### config.mk
export PLATFORM = sky130hd
export DESIGN_NAME = hotplug_link_fsm
export DESIGN_NICKNAME = d
export VERILOG_FILES = /design/src/rtl/hotplug_pkg.sv /design/src/rtl/hp_retry_timer.sv /design/src/rtl/hp_silence_wd.sv /design/src/rtl/hp_change_flag.sv /design/src/rtl/hotplug_link_fsm.sv
export SDC_FILE = /design/constraint.sdc
export NUM_CORES = 1
export LEC_CHECK = 0
export BUFFER_PORTS_ARGS = -buffer_cell sky130_fd_sc_hd__buf_2
export CAP_MARGIN = 40
export CORE_UTILIZATION = 65
export CTS_BUF_LIST = sky130_fd_sc_hd__clkbuf_8
export CTS_CLUSTER_DIAMETER = 40
export DETAILED_ROUTE_END_ITERATION = 7
export HOLD_SLACK_MARGIN = 0.02
export PLACE_DENSITY = 0.95
export SLEW_MARGIN = 20
export SYNTH_ARGS = -nofsm -noshare
export SYNTH_HDL_FRONTEND = slang
export SYNTH_SLANG_ARGS = --single-unit
### constraint.sdc
create_clock -name clk -period 4.6 [get_ports clk]
set_input_delay 0.92 -clock clk [delete_from_list [all_inputs] [get_ports clk]]
set_output_delay 0.92 -clock clk [all_outputs]
set_load 0.03 [all_outputs]
### src/rtl/hotplug_pkg.sv
package hotplug_pkg;
  typedef enum logic {
    ST_PROBE = 1'b0,
    ST_READY = 1'b1
  } link_st_e;
endpackage

### src/rtl/hp_retry_timer.sv
module hp_retry_timer #(
  parameter int unsigned RETRY_CYCLES = 5_000_000
) (
  input  logic clk,
  input  logic rst_n,
  input  logic restart_i,
  input  logic run_i,
  output logic fire_o
);
  localparam int unsigned CW = (RETRY_CYCLES > 1) ? $clog2(RETRY_CYCLES) : 1;
  localparam logic [CW-1:0] RELOAD = CW'(RETRY_CYCLES - 1);

  logic [CW-1:0] cnt_q;

  // A zero count means a strobe is due; after each strobe the count reloads.
  always_ff @(posedge clk) begin
    if (!rst_n) begin
      cnt_q  <= '0;
      fire_o <= 1'b0;
    end else begin
      fire_o <= 1'b0;
      if (restart_i) begin
        cnt_q <= '0;
      end else if (run_i) begin
        if (cnt_q == '0) begin
          fire_o <= 1'b1;
          cnt_q  <= RELOAD;
        end else begin
          cnt_q <= cnt_q - 1'b1;
        end
      end
    end
  end


  fire_single_chk: assert property (@(posedge clk) disable iff (!rst_n)
    fire_o |=> !fire_o);
endmodule

### src/rtl/hp_silence_wd.sv
module hp_silence_wd #(
  parameter int unsigned SILENCE_CYCLES = 10
) (
  input  logic clk,
  input  logic rst_n,
  input  logic active_i,
  output logic timeout_o
);
  localparam int unsigned SW = $clog2(SILENCE_CYCLES + 1);
  localparam logic [SW-1:0] LIMIT = SW'(SILENCE_CYCLES);

  logic [SW-1:0] quiet_q;

  // Counts consecutive quiet cycles and saturates at the limit.
  always_ff @(posedge clk) begin
    if (!rst_n) begin
      quiet_q <= '0;
    end else if (active_i) begin
      quiet_q <= '0;
    end else if (quiet_q != LIMIT) begin
      quiet_q <= quiet_q + 1'b1;
    end
  end

  assign timeout_o = (quiet_q == LIMIT);


  activity_rearms_chk: assert property (@(posedge clk) disable iff (!rst_n)
    active_i |=> !timeout_o);
endmodule

### src/rtl/hp_change_flag.sv
module hp_change_flag (
  input  logic clk,
  input  logic rst_n,
  input  logic set_i,
  input  logic clr_i,
  input  logic en_i,
  output logic flag_o,
  output logic irq_o
);
  // A new change wins over a clear that arrives in the same cycle.
  always_ff @(posedge clk) begin
    if (!rst_n)     flag_o <= 1'b0;
    else if (set_i) flag_o <= 1'b1;
    else if (clr_i) flag_o <= 1'b0;
  end

  assign irq_o = flag_o & en_i;


  flag_sticky_chk: assert property (@(posedge clk) disable iff (!rst_n)
    (flag_o && !clr_i) |=> flag_o);


  irq_masked_chk: assert property (@(posedge clk) disable iff (!rst_n)
    !en_i |-> !irq_o);
endmodule

### src/rtl/hotplug_link_fsm.sv
module hotplug_link_fsm
  import hotplug_pkg::*;
#(
  parameter int unsigned RETRY_CYCLES   = 5_000_000,
  parameter int unsigned SILENCE_CYCLES = 10
) (
  input  logic clk,
  input  logic rst_n,
  input  logic line_active_i,
  input  logic init_seen_i,
  input  logic phy_rdy_i,
  input  logic chg_clr_i,
  input  logic irq_en_i,
  output logic link_reset_o,
  output logic phy_rdy_o,
  output logic chg_flag_o,
  output logic irq_o
);
  link_st_e state_q, state_d;
  logic     timeout;
  logic     hold_q;
  logic     enter_probe;
  logic     retry_run;

  hp_silence_wd #(.SILENCE_CYCLES(SILENCE_CYCLES)) u_wd (
    .clk       (clk),
    .rst_n     (rst_n),
    .active_i  (line_active_i),
    .timeout_o (timeout)
  );

  always_comb begin
    state_d = state_q;
    case (state_q)
      ST_PROBE: if (phy_rdy_i && !timeout)  state_d = ST_READY;
      ST_READY: if (!phy_rdy_i || timeout)  state_d = ST_PROBE;
      default:                               state_d = ST_PROBE;
    endcase
  end

  assign enter_probe = (state_q == ST_READY) && (state_d == ST_PROBE);

  always_ff @(posedge clk) begin
    if (!rst_n) state_q <= ST_PROBE;
    else        state_q <= state_d;
  end

  // An init response parks the retries until the line goes quiet again.
  always_ff @(posedge clk) begin
    if (!rst_n)                                 hold_q <= 1'b0;
    else if (state_q != ST_PROBE)               hold_q <= 1'b0;
    else if (init_seen_i)                       hold_q <= 1'b1;
    else if (timeout)                           hold_q <= 1'b0;
  end

  assign retry_run = (state_q == ST_PROBE) && (state_d == ST_PROBE)
                   && !hold_q && !init_seen_i;

  hp_retry_timer #(.RETRY_CYCLES(RETRY_CYCLES)) u_retry (
    .clk       (clk),
    .rst_n     (rst_n),
    .restart_i (enter_probe),
    .run_i     (retry_run),
    .fire_o    (link_reset_o)
  );

  assign phy_rdy_o = (state_q == ST_READY);

  hp_change_flag u_flag (
    .clk    (clk),
    .rst_n  (rst_n),
    .set_i  (state_d != state_q),
    .clr_i  (chg_clr_i),
    .en_i   (irq_en_i),
    .flag_o (chg_flag_o),
    .irq_o  (irq_o)
  );


  strobe_only_probe_chk: assert property (@(posedge clk) disable iff (!rst_n)
    link_reset_o |-> !phy_rdy_o);


  change_sets_flag_chk: assert property (@(posedge clk) disable iff (!rst_n)
    (phy_rdy_o != $past(phy_rdy_o)) |-> chg_flag_o);


  silent_no_ready_chk: assert property (@(posedge clk) disable iff (!rst_n)
    (timeout && !phy_rdy_o) |=> !phy_rdy_o);
endmodule

== Word level (Yosys, flattened, before mapping) ==
Cells that the tools add are included.

* $add $sub $neg: 2
* Eq/ne operators: 3
* Mux-type cells: 9
* Bitwise gates (word level): 5
* Reduce and logical (&&, ||, !) cells: 17

{| class="wikitable"
|+ Operators by type and width
! cell !! number
|-
| 23-bit logical NOT || 1
|-
| 23-bit two-way mux || 1
|-
| 23-bit by 1-bit subtractor with 23-bit output, second input constant || 1
|-
| 1-bit two-way mux || 7
|-
| 2-bit OR reduction || 3
|-
| 1-bit logical AND || 5
|-
| 4-bit by 1-bit adder with 4-bit output, second input constant || 1
|-
| 4-bit == test, second input constant || 1
|-
| 1-bit logical NOT || 4
|-
| 4-bit inequality test, second input constant || 1
|-
| 1-bit NOT || 4
|-
| 2-bit nonzero test || 2
|-
| 3-bit OR reduction || 1
|-
| 1-bit case mux with 2 select lines || 1
|-
| 1-bit AND || 1
|-
| 1-bit logical OR || 1
|-
| 1-bit inequality test || 1
|}

* Register bits: 31
* Bits of input ports: 7
* Output and inout bits: 4
* Word-level logic and storage cells: 42

== Depth between registers and ports, before layout ==
Gate-level depths: netlist (run 1).

* Depth after elaboration: 11
* Depth in mapped cells: 10
* Gate-level depth less buffers: 9

== Hierarchy ==
Synthesis (run 1) repeated with hierarchy kept, for this count alone.

* Cells, all modules: 172
* Area, all modules: 1580.3 um2

{| class="wikitable"
|+ By module, submodules not included
! module !! instances !! cells each !! area each (um2) !! seq. area each (um2)
|-
| hp_retry_timer || 1 || 134 || 1181.1 || 480.5
|-
| hp_silence_wd || 1 || 21 || 215.2 || 80.1
|-
| hotplug_link_fsm || 1 || 13 || 135.1 || 40.0
|-
| hp_change_flag || 1 || 4 || 48.8 || 20.0
|}

== Least setup slack after synthesis (run 1) ==
No wires, ideal clock.

* Kind: in2reg
* Start point: input port phy_rdy_i
* End point: register u_retry.cnt_q[13]
* Setup time: 0.066 ns
* Arrival: 2.381 ns
* Data required time: 4.534 ns
* Path slack: 2.153 ns
* Cell stages on the path: 7
* Buffers on the path: 1
* Cells stage by stage: nand2_1 ha_1 nor4b_4 nand4b_2 buf_2 or3_1 a21oi_2

* Longest elaborated chain between the ends: 8
* Elaborated cells between the ends (all ways): 12
* Those cells by class: mux (3); bitwise (1); reduce/logical (8)

{| class="wikitable"
|+ Ends and longest elaborated chain
! item !! RTL line !! text
|-
| start: declaration || hotplug_link_fsm.sv:11 || <nowiki>input logic phy_rdy_i,</nowiki>
|-
| 1-bit logical NOT || hotplug_link_fsm.sv:36 || <nowiki>ST_READY: if (!phy_rdy_i || timeout) state_d = ST_PROBE;</nowiki>
|-
| 1-bit logical OR || hotplug_link_fsm.sv:36 ||
|-
| 1-bit two-way mux || hotplug_link_fsm.sv:36 ||
|-
| 1-bit case mux with 2 select lines * || hotplug_link_fsm.sv:34 || <nowiki>case (state_q)</nowiki>
|-
| 1-bit NOT * || hotplug_link_fsm.sv:41, hotplug_link_fsm.sv:56 ||
|-
| 1-bit logical AND || hotplug_link_fsm.sv:56 || <nowiki>assign retry_run = (state_q == ST_PROBE) && (state_d == ST_PROBE)</nowiki>
|-
| 1-bit logical AND (2 in series) || hotplug_link_fsm.sv:57 || <nowiki>&& !hold_q && !init_seen_i;</nowiki>
|-
| end signal: assignment || hp_retry_timer.sv:29 || <nowiki>cnt_q <= cnt_q - 1'b1;</nowiki>
|-
| end: declaration || hp_retry_timer.sv:13 || <nowiki>logic [CW-1:0] cnt_q;</nowiki>
|}

Every way passes the cells marked *; elsewhere a longest branch is shown, timed or not.
A chain may end at the register's enable or synchronous reset.

== Final worst setup path (run 1) ==
* Start point: register u_wd.quiet_q[0]
* End point: register u_retry.cnt_q[17]

* Longest elaborated chain between the ends: 9
* Elaborated cells between the ends (all ways): 13
* Those cells by class: eq/ne (1); mux (3); bitwise (1); reduce/logical (8)

{| class="wikitable"
|+ Ends and longest elaborated chain
! item !! RTL line !! text
|-
| start: declaration || hp_silence_wd.sv:12 || <nowiki>logic [SW-1:0] quiet_q;</nowiki>
|-
| start signal: assignment || hp_silence_wd.sv:21 || <nowiki>quiet_q <= quiet_q + 1'b1;</nowiki>
|-
| 4-bit == test * || hp_silence_wd.sv:25 || <nowiki>assign timeout_o = (quiet_q == LIMIT);</nowiki>
|-
| 1-bit logical NOT || hotplug_link_fsm.sv:35 || <nowiki>ST_PROBE: if (phy_rdy_i && !timeout) state_d = ST_READY;</nowiki>
|-
| 1-bit logical AND || hotplug_link_fsm.sv:35 ||
|-
| 1-bit two-way mux || hotplug_link_fsm.sv:35 ||
|-
| 1-bit case mux with 2 select lines * || hotplug_link_fsm.sv:34 ||
|-
| 1-bit NOT * || hotplug_link_fsm.sv:41, hotplug_link_fsm.sv:56 ||
|-
| 1-bit logical AND || hotplug_link_fsm.sv:56 ||
|-
| 1-bit logical AND (2 in series) || hotplug_link_fsm.sv:57 ||
|}

Marked as above.

==> run summary, run 1 <==
MaxCap Viol Count = 0
FMAX = 349 MHz
HP Start = u_retry.cnt_q[0]$_SDFFE_PP0P_
Peak supply drop = 0.347 mV
Most frequent cell after synthesis = dfxtp_1
Outcome = finished clean
Most instantiated cells after synthesis = dfxtp_1 (31), a21oi_1 (12), nor2_1 (10)
Number of global-route vias before repair = 1300
DIE HEIGHT = 51.8 um
H-tree depth reported by CTS = 2
CP required = 4820 ps
Largest net degree at the start of global routing = 15
Ant diodes = 0
Clk pin slew, worst setup/hold paths = 60 ps
FF-to-FF Start = u_wd.quiet_q[0]$_SDFFE_PP0N_
IO Port Bufs = 10
Tcrit/Tclk final = 62.2%
Routed vias/inst = 6.38
Fin nets = 201
Worst slew pin tran = 657 ps
Vias post-DR = 1365
Sink Count = 31
Antenna Violating Nets Remaining = 0
DR iter-0 viols = 48
Mapped Area = 1610 um2
Fillers = 155
Setup TNS = 0 ps
Area Overhead vs Synth = 10.2%
Startpoint Class = flop
Root Driver = clkbuf_8
First-pass GRT wire length = 5870 um
Crit. End Element = flop
Top FF cell, synth = dfxtp_1
Pwr Total = 848 uW
Die area = 2680 um2
Pre-CTS setup slack = 1630 ps
Bufs on Longest Clock Path = 2
Hold Crit Class = reg2reg
DRT Pass-1 Iters = 4
Slew headroom = 56.1%
Unique masters post-synth = 43
Post-CTS Setup Inserts = 0
CTS Hold Buffers Added = 0
Average cell area after synthesis = 9.25 um2
Die W = 51.8 um
Cells after Synth = 174
Post-synth EDFFs = 0
Synth async-reset ratio = 0%
Hpwl dp = 2400 um
Clk_lat worst skew = 290 ps
Final hold violations = 0
Warnings from Yosys = 0
Final WS setup = 1740 ps
# DRC = 0
Routed Wire Length = 3400 um
Num CTS Buffers = 5
Register bit count reported by yosys = 31
RSZ-0062 raised after global routing = no
Tmin final = 2860 ps
Final setup vio count = 0
Grt ovf = 0
Resized cells post-CTS = 0
Rows = 17
Initial Util = 70.8%
Share of cells above drive strength 1 = 16.7%
Clock skew = 8.14 ps
Initial antenna violation count = 0
# IOs = 11
CP Class = reg2reg
Routability cong. = 0.800
Register area share after synthesis = 38.5%
Post-synth top area cell = dfxtp_1
Routed wire per std cell = 15.9 um
Core ar. = 2280 um2
LEAKAGE = 0.000700 uW
Crit Path Max Fanout = 14
GRT Total Usage = 30.8%
Top cell type's share of synthesized area = 38.5%
Pwr Density = 478 nW/um2
Worst Path Arrival = 3080 ps
Synth top area cells = dfxtp_1 (39%), ha_1 (6.2%), xor2_1 (4.9%), a21oi_1 (3.7%), or4_1 (3.3%)
Count of pins over their slew limit = 0
Mapped Nets = 189
Crit. Startpoint = u_wd.quiet_q[0]$_SDFFE_PP0N_
CTS tree = done
state kept, by name, indices dropped and copies added, names as in the netlist:
signal,count
u_wd.quiet_q,4
hold_q,1
u_flag.flag_o,1
phy_rdy_o,1
u_retry.fire_o,1
u_retry.cnt_q,23
cells in the final DEF (no fill, tap or decap), types with 2 or more instances in the layout:
cell type and n:
a21oi_1 12, a21oi_2 2, a31oi_1 7, buf_2 10, clkbuf_8 5, dfxtp_1 31, ha_1 8, inv_1 6
nand2_1 8, nand2b_1 4, nand3_1 6, nand3b_1 2, nand4_1 2, nor2_1 10, nor2b_1 2, nor3_1 5
nor3b_1 2, nor4_1 2, nor4_4 2, o21a_1 4, o21ai_0 8, o31ai_1 6, or2_2 2, or3_1 7
or4_1 7, xor2_1 9
where the power goes:
part           switching [uW]  internal, uW  leakage (uW)  total (uW)
registers                38.7           301      0.000253         340
logic                     160          95.1      0.000392         256
clock network            96.5           156     0.0000554         253
metrics by stage:
stage	instances	cell area, um2	util, %	hold WS, ps
after floorplan	174	1610	-	449
after global placement	207	1670	73.4	460
after detailed placement	207	1670	73.4	476
after CTS	214	1770	78.0	490
after global routing	214	1770	78.0	502
final	214	1770	78.0	485
routing by layer:
layer / share of wire, % / up-vias / track usage, %
li1: - / 673 / -
met1: 46 / 645 / 36.6
met2: 47 / 39 / 50.0
met3: 4.8 / 8 / 9.65
met4: 2.3 / 0 / 14.9
met5: 0 / - / 0
logic make-up (layout without fill, tap and decap cells):
family | count (synthesis) | in the layout | synth area share (%)
fa+ha+maj | 8 | 8 | 6.22
compound gates | 42 | 42 | 16.1
buf+inv | 10 | 22 | 2.64
simple gates | 73 | 73 | 31.1
xor+xnor | 10 | 10 | 5.44
flops | 31 | 31 | 38.5
final timing paths:
kind,endpoint,slack (ps),cells after the start
worst max register to register,u_retry.cnt_q[17]$_SDFFE_PP0P_,1740,9
worst min register to register,u_retry.cnt_q[0]$_SDFFE_PP0P_,480,1
worst min-delay path,u_retry.cnt_q[0]$_SDFFE_PP0P_,480,1
worst max-delay path,u_retry.cnt_q[17]$_SDFFE_PP0P_,1740,9
final cells by class:
type / instances / area, um2 / area share (%)
timing repair buffer: 10 / 50.0 / 2.82
multi-input combinational: 133 / 947 / 53.4
clock buffer: 5 / 68.8 / 3.88
tap: 28 / 35.0 / 1.97
clock inverter: 2 / 33.8 / 1.90
inverter: 5 / 18.8 / 1.06
sequential: 31 / 621 / 35.0
worst max-delay path, cell delays in order (launching register included):
cell and delay, ps:
dfxtp_1 360, inv_1 80, ha_1 140, nand3b_1 210, nand2_1 180, ha_1 200
nor4b_4 480, nand4b_2 370, or4_1 610, a21oi_1 150
Power figures use the tool's default switching activity.
==> run 2: changes to the inputs <==
--- a/config.mk
+++ b/config.mk
@@ -7,12 +7,12 @@
 export LEC_CHECK = 0
 export BUFFER_PORTS_ARGS = -buffer_cell sky130_fd_sc_hd__buf_2
 export CAP_MARGIN = 40
-export CORE_UTILIZATION = 65
+export CORE_UTILIZATION = 56
 export CTS_BUF_LIST = sky130_fd_sc_hd__clkbuf_8
 export CTS_CLUSTER_DIAMETER = 40
 export DETAILED_ROUTE_END_ITERATION = 7
 export HOLD_SLACK_MARGIN = 0.02
-export PLACE_DENSITY = 0.95
+export PLACE_DENSITY = 0.9
 export SLEW_MARGIN = 20
 export SYNTH_ARGS = -nofsm -noshare
 export SYNTH_HDL_FRONTEND = slang
==> constraint.sdc (replaced) <==
create_clock -name clk -period 2.6 [get_ports clk]
set_input_delay 0.52 -clock clk [delete_from_list [all_inputs] [get_ports clk]]
set_output_delay 0.52 -clock clk [all_outputs]
set_load 0.03 [all_outputs]
==> run summary, run 2 (synthesis gave the netlist of run 1 again) <==
Resized cells post-CTS = 0 (unchanged)
Startpoint Class = flop
CP Cell Sequence = inv_1, ha_1, nand3b_1, nand2_1, ha_1, nor4b_4, nand4b_2, or4_1, a21oi_1
Placed Area = 1700 um2 (+1.6%)
CP max stage delay = 590 ps (-20 ps)
Switching Power = 518 uW (+75%)
Pwr Density = 811 nW/um2 (+70%)
Final hold violations = 0 (unchanged)
Bufs on Longest Clock Path = 2 (unchanged)
Routability cong. = 0.833 (+4.1%)
Share of cells above drive strength 1 = 18.9% (+2.3 points)
Clock skew = 5.41 ps (-2.74 ps)
Pre-CTS setup slack = 176 ps (-1460 ps)
Hold Crit Class = reg2reg
Slowest stage cell, crit path = or4_1
Most common cell after layout, fill and taps aside = dfxtp_1
First-pass GRT wire length = 5530 um (-5.8%)
Number of global-route vias before repair = 1302 (+0.15%)
Worst Path Arrival = 2610 ps (-470 ps)
Combinational Power Share = 30.8% (+0.7 points)
Vias post-DR = 1342 (-1.7%)
Cell repeated most along the worst path = ha_1
Num CTS Buffers = 5 (unchanged)
Outcome = finished clean
DR iter-0 viols = 23 (-52%)
Largest net degree at the start of global routing = 15 (unchanged)
Area Overhead vs Synth = 11.7%
IO Port Bufs = 10 (unchanged)
Tmin final = 2400 ps (-462 ps)
Post-route non-filler standard cell count = 221 (+3.3%)
Largest registers = u_retry.cnt_q: 23 flops, u_wd.quiet_q: 4 flops
DRT Pass-1 Iters = 4 (unchanged)
Fin nets = 204 (+1.5%)
Routed Wire Length = 3190 um (-6.0%)
# IOs = 11 (unchanged)
RSZ-0062 raised after global routing = yes
Clk pin slew, worst setup/hold paths = 60 ps (about the same)
Placed cells = 213 (+2.9%)
CTS Hold Buffers Added = 0 (unchanged)
Hpwl dp = 2310 um (-3.4%)
GRT Total Usage = 22.9% (-7.9 points)
Tcrit/Tclk final = 92.3% (+30 points)
H-tree depth reported by CTS = 2 (unchanged)
Core ar. = 2730 um2 (+20%)
CTS tree = done
Final setup vio count = 0 (unchanged)
Peak supply drop = 0.536 mV (+54%)
Worst slew pin tran = 705 ps (+48.1 ps)
Grt ovf = 0 (unchanged)
Slew headroom = 52.9% (-3.2 points)
Layout Utilization = 65.8% (-12 points)
Biggest register = u_retry.cnt_q
Final WS setup = 200 ps (-1540 ps)
CP required = 2810 ps (-2010 ps)
Crit. End Element = flop
Clk pwr share = 28.1% (-1.7 points)
# DRC = 0 (unchanged)
Fin area = 1800 um2 (+1.4%)
MaxCap Viol Count = 0 (unchanged)
Initial Util = 58.9% (-12 points)
Reg power frac = 41.1% (+1.0 points)
Antenna Violating Nets Remaining = 0 (unchanged)
Die W = 55.6 um (+7.4%)
DIE HEIGHT = 55.6 um (+7.4%)
Count of pins over their slew limit = 0 (unchanged)
Initial antenna violation count = 0 (unchanged)
Rows = 19 (+2)
Routed vias/inst = 6.07 (-4.8%)
Crit Path Max Fanout = 14 (unchanged)
Hold Slack = 490 ps (+4.88 ps)
Switching share of power = 35.5% (+0.65 points)
Most frequent cells in the layout = dfxtp_1 (31), a21oi_1 (12), nor2_1 (10), buf_2 (10), xor2_1 (9)
Post-CTS Setup Inserts = 0 (unchanged)
Clk_lat worst skew = 280 ps (about the same)
Int Pwr = 941 uW (+70%)
Root Driver = clkbuf_8
LEAKAGE = 0.000714 uW (+1.9%)
Largest register FFs = 23 (unchanged)
Die area = 3090 um2 (+15%)
FMAX = 417 MHz (+19%)
CP Class = reg2reg
Ant diodes = 0 (unchanged)
Routed wire per std cell = 14.4 um (-9.0%)
Sink Count = 31 (unchanged)
run 2: final timing paths:
check                                               startpoint                              to  slack, ps  cells after the start
worst min-delay path            u_retry.cnt_q[15]$_SDFFE_PP0P_  u_retry.cnt_q[15]$_SDFFE_PP0P_        490                      2
worst max register to register    u_wd.quiet_q[0]$_SDFFE_PP0N_  u_retry.cnt_q[17]$_SDFFE_PP0P_        200                      9
worst max-delay path              u_wd.quiet_q[0]$_SDFFE_PP0N_  u_retry.cnt_q[17]$_SDFFE_PP0P_        200                      9
worst min register to register  u_retry.cnt_q[15]$_SDFFE_PP0P_  u_retry.cnt_q[15]$_SDFFE_PP0P_        490                      2
run 2: cell type report:
cell class,instances,area [um2]
flip-flops and latches,31,621
clock inverters,1,3.75
inverters,5,18.8
multi-input cells,133,948
clock buffers,7,96.3
fillers,212,935
well taps,31,38.8
repair buffers,13,72.6
run 2: through the flow:
stage,TNS (ps),total power [uW]
after floorplan,0,960
after global placement,0,1020
after detailed placement,0,1050
after CTS,0,1460
after global routing,-0.350,1540
final,0,1460
run 2: per-layer routing:
metal	track usage [%]	wire length [um]
met2	37.9	1620
met1	26.4	1430
met4	10.0	57
met5	0	0
met3	8.60	85
run 2: power groups by stage:
stage | clock (uW) | sequential [uW] | combinational [uW]
finish | 410 | 600 | 449
global route | 436 | 607 | 500
CTS | 421 | 598 | 445
detailed placement | 0 | 608 | 441
global placement | 0 | 602 | 419
floorplan | 0 | 596 | 363
run 2: critical path, delay by kind of cell, from the launching register on:
| family | cells | cell delay, ps |
|---|---|---|
| simple gates | 5 | 1420 |
| flops | 1 | 340 |
| fa+ha+maj | 2 | 340 |
| compound gates | 1 | 160 |
| buf+inv | 1 | 70 |
